--- src/rtl/sercfg_pkg.sv ---
package sercfg_pkg;
  localparam int CMD_W     = 8;
  localparam int NIB_W     = 4;
  localparam int VAL_W     = 6;
  localparam int NUM_PAGES = 4;
  localparam int PG_IDX_W  = $clog2(NUM_PAGES);
  localparam int ARG_W     = CMD_W - 2;
  localparam logic [3:0] PAGE0_RST = 4'b1000;

  typedef enum logic [2:0] {
    FS_IDLE, FS_CMD, FS_RESP, FS_READ, FS_WRITE
  } frame_st_e;

  typedef enum logic [2:0] {
    OP_NONE, OP_PULSE_N, OP_PHASE_RD, OP_SAMP_WR, OP_SAMP_RD, OP_PAGE_WR, OP_PAGE_RD
  } op_e;

  function automatic op_e decode_byte(input logic [7:0] b);
    if (b[7:6] == 2'b10)      return OP_SAMP_WR;
    if (b[7:6] == 2'b01)      return OP_PAGE_WR;
    if (b[7:4] == 4'b0001)    return OP_PULSE_N;
    if (b == 8'h08)           return OP_PHASE_RD;
    if (b == 8'h02)           return OP_SAMP_RD;
    if (b[7:2] == 6'b000001)  return OP_PAGE_RD;
    return OP_NONE;
  endfunction
endpackage

--- src/rtl/sercfg_sync.sv ---
module sercfg_sync #(
  parameter int STAGES = 2
) (
  input  logic clk,
  input  logic rst_n,
  input  logic sck_raw,
  input  logic sdi_raw,
  output logic sck_rise,
  output logic sck_fall,
  output logic sdi_lvl,
  output logic frame_start
);
  logic [STAGES-1:0] sck_pipe;
  logic [STAGES-1:0] sdi_pipe;
  logic              sck_prev;
  logic              sdi_prev;
  logic              sck_lvl;

  always_ff @(posedge clk or negedge rst_n) begin
    if (!rst_n) begin
      sck_pipe <= '0;
      sdi_pipe <= '0;
      sck_prev <= 1'b0;
      sdi_prev <= 1'b0;
    end else begin
      sck_pipe <= {sck_pipe[STAGES-2:0], sck_raw};
      sdi_pipe <= {sdi_pipe[STAGES-2:0], sdi_raw};
      sck_prev <= sck_pipe[STAGES-1];
      sdi_prev <= sdi_pipe[STAGES-1];
    end
  end

  assign sck_lvl     = sck_pipe[STAGES-1];
  assign sdi_lvl     = sdi_pipe[STAGES-1];
  assign sck_rise    = sck_lvl & ~sck_prev;
  assign sck_fall    = ~sck_lvl & sck_prev;
  // start: data rises while the clock has been high for at least a cycle
  assign frame_start = sdi_lvl & ~sdi_prev & sck_lvl & sck_prev;
endmodule

--- src/rtl/sercfg_frame.sv ---
module sercfg_frame
  import sercfg_pkg::*;
#(
  parameter int CMD_LEN   = CMD_W,
  parameter int SHORT_LEN = 3
) (
  input  logic               clk,
  input  logic               rst_n,
  input  logic               sck_rise,
  input  logic               sck_fall,
  input  logic               sdi_lvl,
  input  logic               frame_start,
  input  logic [CMD_LEN-1:0] resp_byte,
  output logic               cmd_go,
  output op_e                cmd_op,
  output logic [ARG_W-1:0]   cmd_arg,
  output logic               rd_mode,
  output logic               wr_mode,
  output logic               rd_stb,
  output logic               wr_stb,
  output logic               out_active,
  output logic               out_bit
);
  localparam int CNT_W  = $clog2(CMD_LEN);
  localparam int OCNT_W = $clog2(CMD_LEN + 1);

  frame_st_e          st;
  logic [CMD_LEN-2:0] shreg;
  logic [CNT_W-1:0]   bit_cnt;
  logic [CMD_LEN-1:0] oreg;
  logic [OCNT_W-1:0]  ocnt;
  logic [CMD_LEN-1:0] next_byte;
  logic               short_hit;
  logic               in_cmd_bit;

  assign next_byte  = {shreg, sdi_lvl};
  assign in_cmd_bit = (st == FS_CMD) && sck_rise && !frame_start;
  assign short_hit  = in_cmd_bit && (bit_cnt == CNT_W'(SHORT_LEN - 1));
  assign cmd_go     = in_cmd_bit && (bit_cnt == CNT_W'(CMD_LEN - 1));
  assign cmd_op     = decode_byte(next_byte);
  assign cmd_arg    = next_byte[ARG_W-1:0];

  always_ff @(posedge clk or negedge rst_n) begin
    if (!rst_n) begin
      st      <= FS_IDLE;
      shreg   <= '0;
      bit_cnt <= '0;
      oreg    <= '0;
      ocnt    <= '0;
      out_bit <= 1'b1;
      rd_stb  <= 1'b0;
      wr_stb  <= 1'b0;
    end else begin
      rd_stb <= 1'b0;
      wr_stb <= 1'b0;
      if (frame_start) begin
        st      <= FS_CMD;
        shreg   <= '0;
        bit_cnt <= '0;
        out_bit <= 1'b1;
      end else begin
        unique case (st)
          FS_CMD: begin
            if (sck_rise) begin
              shreg   <= next_byte[CMD_LEN-2:0];
              bit_cnt <= bit_cnt + CNT_W'(1);
              if (short_hit && next_byte[2:0] == 3'b111) begin
                st     <= FS_READ;
                rd_stb <= 1'b1;
              end else if (short_hit && next_byte[2:0] == 3'b110) begin
                st     <= FS_WRITE;
                wr_stb <= 1'b1;
              end else if (cmd_go) begin
                unique case (cmd_op)
                  OP_PULSE_N: begin
                    st     <= FS_WRITE;
                    wr_stb <= 1'b1;
                  end
                  OP_PHASE_RD, OP_SAMP_RD, OP_PAGE_RD: begin
                    st   <= FS_RESP;
                    oreg <= resp_byte;
                    ocnt <= '0;
                  end
                  default: st <= FS_IDLE;
                endcase
              end
            end
          end
          FS_RESP: begin
            if (sck_rise && ocnt != OCNT_W'(CMD_LEN)) begin
              out_bit <= oreg[CMD_LEN-1];
              oreg    <= {oreg[CMD_LEN-2:0], 1'b0};
              ocnt    <= ocnt + OCNT_W'(1);
            end else if (sck_fall && ocnt == OCNT_W'(CMD_LEN)) begin
              st      <= FS_IDLE;
              out_bit <= 1'b1;
            end
          end
          FS_READ, FS_WRITE: begin
            if (sck_rise) st <= FS_IDLE;
          end
          default: ;
        endcase
      end
    end
  end

  assign rd_mode    = (st == FS_READ);
  assign wr_mode    = (st == FS_WRITE);
  assign out_active = (st == FS_RESP);
endmodule

--- src/rtl/sercfg_regs.sv ---
module sercfg_regs
  import sercfg_pkg::*;
#(
  parameter int PG_W   = NIB_W,
  parameter int V_W    = VAL_W,
  parameter int PAGES  = NUM_PAGES,
  parameter int RESP_W = CMD_W
) (
  input  logic               clk,
  input  logic               rst_n,
  input  logic               cmd_go,
  input  op_e                cmd_op,
  input  logic [ARG_W-1:0]   cmd_arg,
  input  logic [V_W-1:0]     phase_val,
  input  logic               amp_flag,
  input  logic               ant_flag,
  output logic [RESP_W-1:0]  resp_byte,
  output logic [PAGES*PG_W-1:0] pages_flat,
  output logic [V_W-1:0]     samp_q,
  output logic [PG_W-1:0]    pulse_q
);
  localparam int IDX_W = $clog2(PAGES);

  logic [IDX_W-1:0] wr_idx;
  logic [IDX_W-1:0] rd_idx;
  logic [PG_W-1:0]  hi_nib;

  assign wr_idx = cmd_arg[PG_W +: IDX_W];
  assign rd_idx = cmd_arg[IDX_W-1:0];

  for (genvar g = 0; g < PAGES; g++) begin : g_page
    localparam logic [PG_W-1:0] RST = (g == 0) ? PG_W'(PAGE0_RST) : '0;
    logic [PG_W-1:0] q;
    always_ff @(posedge clk or negedge rst_n) begin
      if (!rst_n) q <= RST;
      else if (cmd_go && cmd_op == OP_PAGE_WR && wr_idx == IDX_W'(g))
        q <= cmd_arg[PG_W-1:0];
    end
    assign pages_flat[g*PG_W +: PG_W] = q;
  end

  always_ff @(posedge clk or negedge rst_n) begin
    if (!rst_n) begin
      samp_q  <= '0;
      pulse_q <= '0;
    end else if (cmd_go) begin
      if (cmd_op == OP_SAMP_WR) samp_q  <= cmd_arg[V_W-1:0];
      if (cmd_op == OP_PULSE_N) pulse_q <= cmd_arg[PG_W-1:0];
    end
  end

  // upper nibble: pulse width for the lower half of the pages, status otherwise
  assign hi_nib = rd_idx[IDX_W-1] ? {{(PG_W-2){1'b0}}, amp_flag, ant_flag} : pulse_q;

  always_comb begin
    unique case (cmd_op)
      OP_PHASE_RD: resp_byte = {{(RESP_W-V_W){1'b0}}, phase_val};
      OP_SAMP_RD:  resp_byte = {{(RESP_W-V_W){1'b0}}, samp_q};
      OP_PAGE_RD:  resp_byte = {hi_nib, pages_flat[int'(rd_idx)*PG_W +: PG_W]};
      default:     resp_byte = '0;
    endcase
  end
endmodule

--- src/rtl/sercfg_port.sv ---
module sercfg_port
  import sercfg_pkg::*;
#(
  parameter int SYNC_STAGES = 2,
  parameter int PG_W        = NIB_W,
  parameter int V_W         = VAL_W,
  parameter int PAGES       = NUM_PAGES
) (
  input  logic                  clk,
  input  logic                  rst_n,
  input  logic                  sck_i,
  input  logic                  sdi_i,
  input  logic [V_W-1:0]        phase_i,
  input  logic                  demod_bit_i,
  input  logic                  amp_cmp_i,
  input  logic                  ant_fail_i,
  output logic                  sdo_pull_low_o,
  output logic                  rd_mode_o,
  output logic                  wr_mode_o,
  output logic                  rd_enter_o,
  output logic                  wr_enter_o,
  output logic [PG_W-1:0]       pulse_n_o,
  output logic [V_W-1:0]        samp_time_o,
  output logic [PAGES*PG_W-1:0] cfg_pages_o,
  output logic                  pwr_down_en_o,
  output logic                  pwr_down_full_o,
  output logic [1:0]            clk_sel_o
);
  localparam int PD_PAGE  = 1;
  localparam int PD_EN_B  = 2;
  localparam int PD_SEL_B = 3;
  localparam int CK_PAGE  = 3;

  logic             sck_rise, sck_fall, sdi_lvl, frame_start;
  logic             cmd_go, out_active, out_bit;
  op_e              cmd_op;
  logic [ARG_W-1:0] cmd_arg;
  logic [CMD_W-1:0] resp_byte;

  sercfg_sync #(.STAGES(SYNC_STAGES)) i_sync (
    .clk(clk), .rst_n(rst_n), .sck_raw(sck_i), .sdi_raw(sdi_i),
    .sck_rise(sck_rise), .sck_fall(sck_fall), .sdi_lvl(sdi_lvl),
    .frame_start(frame_start)
  );

  sercfg_frame #(.CMD_LEN(CMD_W), .SHORT_LEN(3)) i_frame (
    .clk(clk), .rst_n(rst_n), .sck_rise(sck_rise), .sck_fall(sck_fall),
    .sdi_lvl(sdi_lvl), .frame_start(frame_start), .resp_byte(resp_byte),
    .cmd_go(cmd_go), .cmd_op(cmd_op), .cmd_arg(cmd_arg),
    .rd_mode(rd_mode_o), .wr_mode(wr_mode_o), .rd_stb(rd_enter_o),
    .wr_stb(wr_enter_o), .out_active(out_active), .out_bit(out_bit)
  );

  sercfg_regs #(.PG_W(PG_W), .V_W(V_W), .PAGES(PAGES), .RESP_W(CMD_W)) i_regs (
    .clk(clk), .rst_n(rst_n), .cmd_go(cmd_go), .cmd_op(cmd_op), .cmd_arg(cmd_arg),
    .phase_val(phase_i), .amp_flag(amp_cmp_i), .ant_flag(ant_fail_i),
    .resp_byte(resp_byte), .pages_flat(cfg_pages_o), .samp_q(samp_time_o),
    .pulse_q(pulse_n_o)
  );

  assign sdo_pull_low_o  = (out_active & ~out_bit) | (rd_mode_o & ~demod_bit_i);
  assign pwr_down_en_o   = cfg_pages_o[PD_PAGE*PG_W + PD_EN_B];
  assign pwr_down_full_o = cfg_pages_o[PD_PAGE*PG_W + PD_SEL_B];
  assign clk_sel_o       = cfg_pages_o[CK_PAGE*PG_W +: 2];
endmodule

--- config.mk ---
export PLATFORM = sky130hd
export DESIGN_NAME = sercfg_port
export DESIGN_NICKNAME = d
export VERILOG_FILES = /design/src/rtl/sercfg_pkg.sv /design/src/rtl/sercfg_sync.sv /design/src/rtl/sercfg_frame.sv /design/src/rtl/sercfg_regs.sv /design/src/rtl/sercfg_port.sv
export SDC_FILE = /design/constraint.sdc
export NUM_CORES = 1
export LEC_CHECK = 0
export ABC_AREA = 1
export CAP_MARGIN = 10
export CORE_MARGIN = 2
export CORE_UTILIZATION = 49
export DETAILED_ROUTE_END_ITERATION = 8
export PLACE_DENSITY_LB_ADDON = 0.08
export SLEW_MARGIN = 10
export SYNTH_ARGS = -nofsm -noshare
export SYNTH_HDL_FRONTEND = slang
export SYNTH_SLANG_ARGS = --single-unit
--- constraint.sdc ---
create_clock -name clk -period 1.38 [get_ports clk]
set_input_delay 0.414 -clock clk [delete_from_list [all_inputs] [get_ports clk]]
set_output_delay 0.414 -clock clk [all_outputs]
set_load 0.02 [all_outputs]
# Word-level counts from Yosys, hierarchy flattened
# Index checks and enable logic that the tools add are counted.
totals:
  ramBits: 0
  out_inout_bits: 35
  latch_bits: 0
  romBits: 0
  ff_bits: 60
  n_memories: 0
  elab_cells: 181
classes:
  n_eq_ne: 36
  bitwise_logic: 14
  addsub: 2
  n_mul: 0
  n_mux: 81
  div_mod_pow: 0
  shift: 1
  n_lt_le_gt_ge: 0
  n_reduce_logical: 29
op_table:
  columns: ["op", "n"]
  rows:
  - ["2-to-1 mux 3 bit", 24]
  - ["2-to-1 mux 8 bit", 6]
  - ["2-to-1 mux 1 bit", 36]
  - ["2-to-1 mux 4 bit", 7]
  - ["case mux 8 bit (3 select lines)", 1]
  - ["equality test 3 bit, second input constant", 7]
  - ["2-to-1 mux 7 bit", 3]
  - ["case mux 8 bit (2 select lines)", 1]
  - ["indexed part select 16 x 5 -> 4 bit", 1]
  - ["equality test 3 x 2 -> 1 bit, second input constant", 5]
  - ["logical AND 1 bit", 13]
  - ["inequality test 3 x 1 -> 1 bit, second input constant", 3]
  - ["case mux 3 bit (3 select lines)", 1]
  - ["equality test 8 x 2 -> 1 bit, second input constant", 1]
  - ["equality test 8 x 4 -> 1 bit, second input constant", 1]
  - ["case mux 4 bit (2 select lines)", 1]
  - ["AND reduction 2 bit", 4]
  - ["AND reduction 8 bit", 1]
  - ["nonzero test 2 bit", 4]
  - ["bitwise AND 1 bit", 7]
  - ["equality test 2 bit, second input constant", 3]
  - ["equality test 3 x 1 -> 1 bit, second input constant", 2]
  - ["equality test 6 x 1 -> 1 bit, second input constant", 1]
  - ["inequality test 2 x 1 -> 1 bit, second input constant", 3]
  - ["19 further kinds", 27]

# Longest topological paths before layout
logic_depth:
  word_depth: 32
  mapped_depth: 12
  mapped_depth_nobuf: 11

# Cells and area by module
# From an unflattened synthesis, not the netlist that was laid out.
unflattened:
  cells_unflattened: 474
  hier_area_um2: 3398.3
modules_own_cells:
  columns: ["module", "area_per_inst_um2", "instances", "seq_area_each_um2", "cells_each"]
  rows:
  - ["sercfg_frame", 1720.4, 1, 701.9, 238]
  - ["sercfg_regs", 1448.9, 1, 651.9, 213]
  - ["sercfg_sync", 180.2, 1, 150.1, 14]
  - ["sercfg_port", 48.8, 1, 0.0, 9]

# Worst setup path before layout
# OpenSTA, ideal clock, no wires.
synth_path:
  path_kind: "reg-to-output"
  from: "register i_frame.st[2]"
  to: "output sdo_pull_low_o"
  t_arrival_ns: 1.166
  path_stages_with_launch: 5
  required_time_ns: 0.966
  path_slack_ns: -0.200
  path_cell_list: "dfrtp_1 -> inv_2 -> nand3_2 -> buf_2 -> o22ai_1"
synth_via:
  elab_chain_cells: 3
  elab_cells_between_ends: 5
  cone_classes: "2 x eq/ne; 3 x bitwise"
synth_rtl:
  columns: ["element", "line", "source"]
  rows:
  - ["start: declaration", "sercfg_frame.sv:27", "frame_st_e st;"]
  - ["start signal: assignment", "sercfg_frame.sv:45", "st <= FS_IDLE;"]
  - ["start signal: assignment", "sercfg_frame.sv:57", "st <= FS_CMD;"]
  - ["start signal: assignment", "sercfg_frame.sv:68", "st <= FS_READ;"]
  - ["equality test 3 x 2 -> 1 bit, on equally long branches", "sercfg_frame.sv:110, sercfg_frame.sv:108", null]
  - ["bitwise AND 1 bit", "sercfg_port.sv:61", "assign sdo_pull_low_o = (out_active & ~out_bit) | (rd_mode_o & ~demod_bit_i);"]
  - ["OR 1 bit (*)", "sercfg_port.sv:61", null]
  - ["end: declaration", "sercfg_port.sv:17", "output logic sdo_pull_low_o,"]
# Mark *: on every way between the ends. The rest lies on a longest branch, timed or not.

# Worst setup path after layout
layout_path:
  from: "register i_frame.st[1]"
  to: "output sdo_pull_low_o"
# The elaborated chain is that of the path after synthesis.

==> impl_metrics.toml <==
[place]
io_buffers = 47
placed_cell_area_um2 = 4380
gp_congestion = 0.834
place_hpwl_um = 6120

[global_routing]
antenna_found_initial = 0
grt_first_pass_wirelength_um = 14600
grt_max_degree = 61
overflow = 0
grt_util_all_layers_pct = 25.8
grt_pass1_vias = 3098

[final_layout]
antennaDiodeCount = 0
final_common_cell = "nand2_1"
final_area_um2 = 4800
num-nets-final = 561
syn2layout_area_growth_pct = 49.1
layout_common_cells = "nand2_1 (120), buf_4 (79), dfrtp_1 (57), inv_1 (37), nand3_1 (37)"
drive_gt1_share_pct = 42.4

[synth]
yosysTopAreaCellShare_pct = 45.1
synthTopCellsByArea = "dfrtp_1 (45%), nand2_1 (16%), nand3_1 (6.2%), o21ai_0 (5.0%), inv_1 (4.8%)"
synth.ff_latch_count = 60
synthArstFlopShare_pct = 100
syn_inst = 407
avgSynthCellArea_um2 = 7.91
syn_nets = 425
yosys_warnings = 0
synth_cell_types = 35
synth_edf_count = 0
synth_area_um2 = 3220
synth_ff_type = "dfrtp_1"
synth_top_area_cell = "dfrtp_1"
ys_seq_area_share_pct = 46.7

[worst_setup_path]
reg2reg_from = "i_frame.st[1]"
reg2regPathDepth = 9
cp_data_required_time_ps = 970
crit_fanout = 4
arrival_ps = 1290
r2r-end = "i_regs.g_page[2].q[0]"
end_kind = "output pin"
critPathLaunchType = "flip-flop"
ff2ff_setup_slack_ps = -270
crit_type = "reg -> out"

[timing]
hold_viol = 0
worst_slew_pin_slew_ps = 336
max_freq_mhz = 587
finalSetupTns_ps = -9200
period_share_pct = 124
slew_violations = 0
skew_ps = 8.07
slew_headroom_pct = 77.6
rsz0062_at_grt = "true"
setup_ws_ps = -325
period_minus_slack_ps = 1700
setup_viol = 57

[status]
status = "finished, violations left"
failed_checks = "negative setup slack"

[route]
vias = 3196
ant_nets = 0
viasPerCell = 5.12
routedWlPerCell_um = 14.8
wl_um = 9230
drc = 0
dr.pass1.iters = 4
drt-initial-drc-count = 251

[min_path]
min_path_type = "in -> async"

[power_and_ir_drop]
power_per_cell_area_nw_per_um2 = 1300
power.leakage_nw = 2.54
ir_drop_uv = 1100

[run]
drv_cap = 0

[floorplanning]
die_w_um = 85.0
io_pins = 48
core_area_um2 = 6350
rows = 29
start_util_pct = 50.7
die_y_um = 85.0
die-area_um2 = 7230

[cts]
clock_sinks = 60
root_buffer = "clkbuf_8"
worstSkewPairLatency_ps = 350
hold_buffers = 0
clock_path_buffers = 2
htreeDepth = 3
clkTransAtPathRegs_ps = 70
cts_buffers = 9
cts_tree = "yes"
==> flip-flops by register name, summed over array words and instances, names as in the netlist <==
signal           count
i_frame.bit_cnt      3
i_frame.ocnt         4
i_frame.oreg         8
i_frame.out_bit      1
i_frame.rd_stb       1
i_frame.shreg        7
i_frame.st           3
i_frame.wr_stb       1
i_regs.g_page.q     16
i_regs.pulse_q       4
i_regs.samp_q        6
i_sync.sck_pipe      2
i_sync.sck_prev      1
i_sync.sdi_pipe      2
i_sync.sdi_prev      1
==> cells by family (layout without fill, tap and decap cells) <==
family,after synthesis,after routing,share of synthesized area [%]
AO/OA/AOI/OAI,54,54,9.14
XOR/XNOR,1,1,0.272
adder cells (fa/ha/maj),5,5,1.94
buffers and inverters,66,204,8.71
flip-flops,60,60,46.7
AND/OR/NAND/NOR,221,223,33.2
==> cell type report <==
type | instances | area (µm²)
Fill cell | 491 | 1550
Clock inverter | 4 | 72.6
Multi-Input combinational cell | 283 | 1710
Clock buffer | 11 | 151
Tap cell | 77 | 96.3
Inverter | 53 | 209
Sequential cell | 60 | 1510
Timing Repair Buffer | 136 | 1050
==> power breakdown <==
part | switching [W] | total, W | internal, W
combinational | 0.00126 | 0.00222 | 0.000963
clock | 0.000708 | 0.00181 | 0.00110
sequential | 0.000201 | 0.00220 | 0.00200
==> worst max-delay path: stages, from the launching register on <==
cell     delay (ps)
dfrtp_1         420
buf_6           130
nand3_4         100
o22ai_4         160
buf_6           130
==> what timing repair did <==
action                                  4_1_cts  5_1_grt
gates resized for setup                     172       67
pin swaps                                     1       30
endpoints found under the setup margin       89       59
buffers inserted                              2        6
endpoints found under the hold margin         0        0
gates cloned                                  1        1
==> metrics by stage <==
stage	util (%)	power [W]	setup slack, ps	std cells	hold WS (ps)
2_1_floorplan	-	0.00329	-60.3	407	118
3_3_place_gp	68.9	0.00407	-628	599	332
3_5_place_dp	68.9	0.00413	-630	599	335
4_1_cts	71.8	0.00601	-308	617	69.3
5_1_grt	75.6	0.00656	-373	624	93.7
6_report	75.6	0.00623	-325	624	51.5
==> cell usage after synthesis (3+ instances only) <==
cell	instances
nand2_1	141
dfrtp_1	58
inv_1	41
nand3_1	40
o21ai_0	32
nor2_1	12
inv_2	11
o22ai_1	8
o21ai_1	7
buf_2	6
ha_1	5
nand3_2	5
buf_4	4
a21oi_1	3
nor2_2	3
nor2_4	3
==> metal layers <==
| metal | vias to the layer above | GRT usage, % | routed length (µm) |
|---|---|---|---|
| li1 | 1579 | - | - |
| met1 | 1512 | 34.9 | 4100 |
| met2 | 92 | 41.6 | 4540 |
| met3 | 13 | 5.64 | 454 |
| met4 | 0 | 8.08 | 142 |
| met5 | - | 0 | 0 |
==> worst max-delay path by stage <==
stage / end / slack, ps / cells past startpoint / startpoint
after floorplan: i_frame.ocnt[1] / -60 / 11 / i_frame.ocnt[0]
after global placement: sdo_pull_low_o / -630 / 3 / demod_bit_i
after detailed placement: sdo_pull_low_o / -630 / 3 / demod_bit_i
after CTS: sdo_pull_low_o / -310 / 4 / i_frame.st[1]
after global routing: i_regs.g_page[1].q[0] / -370 / 8 / i_frame.st[2]
final: sdo_pull_low_o / -320 / 4 / i_frame.st[1]
Power figures use the tool's default switching activity.
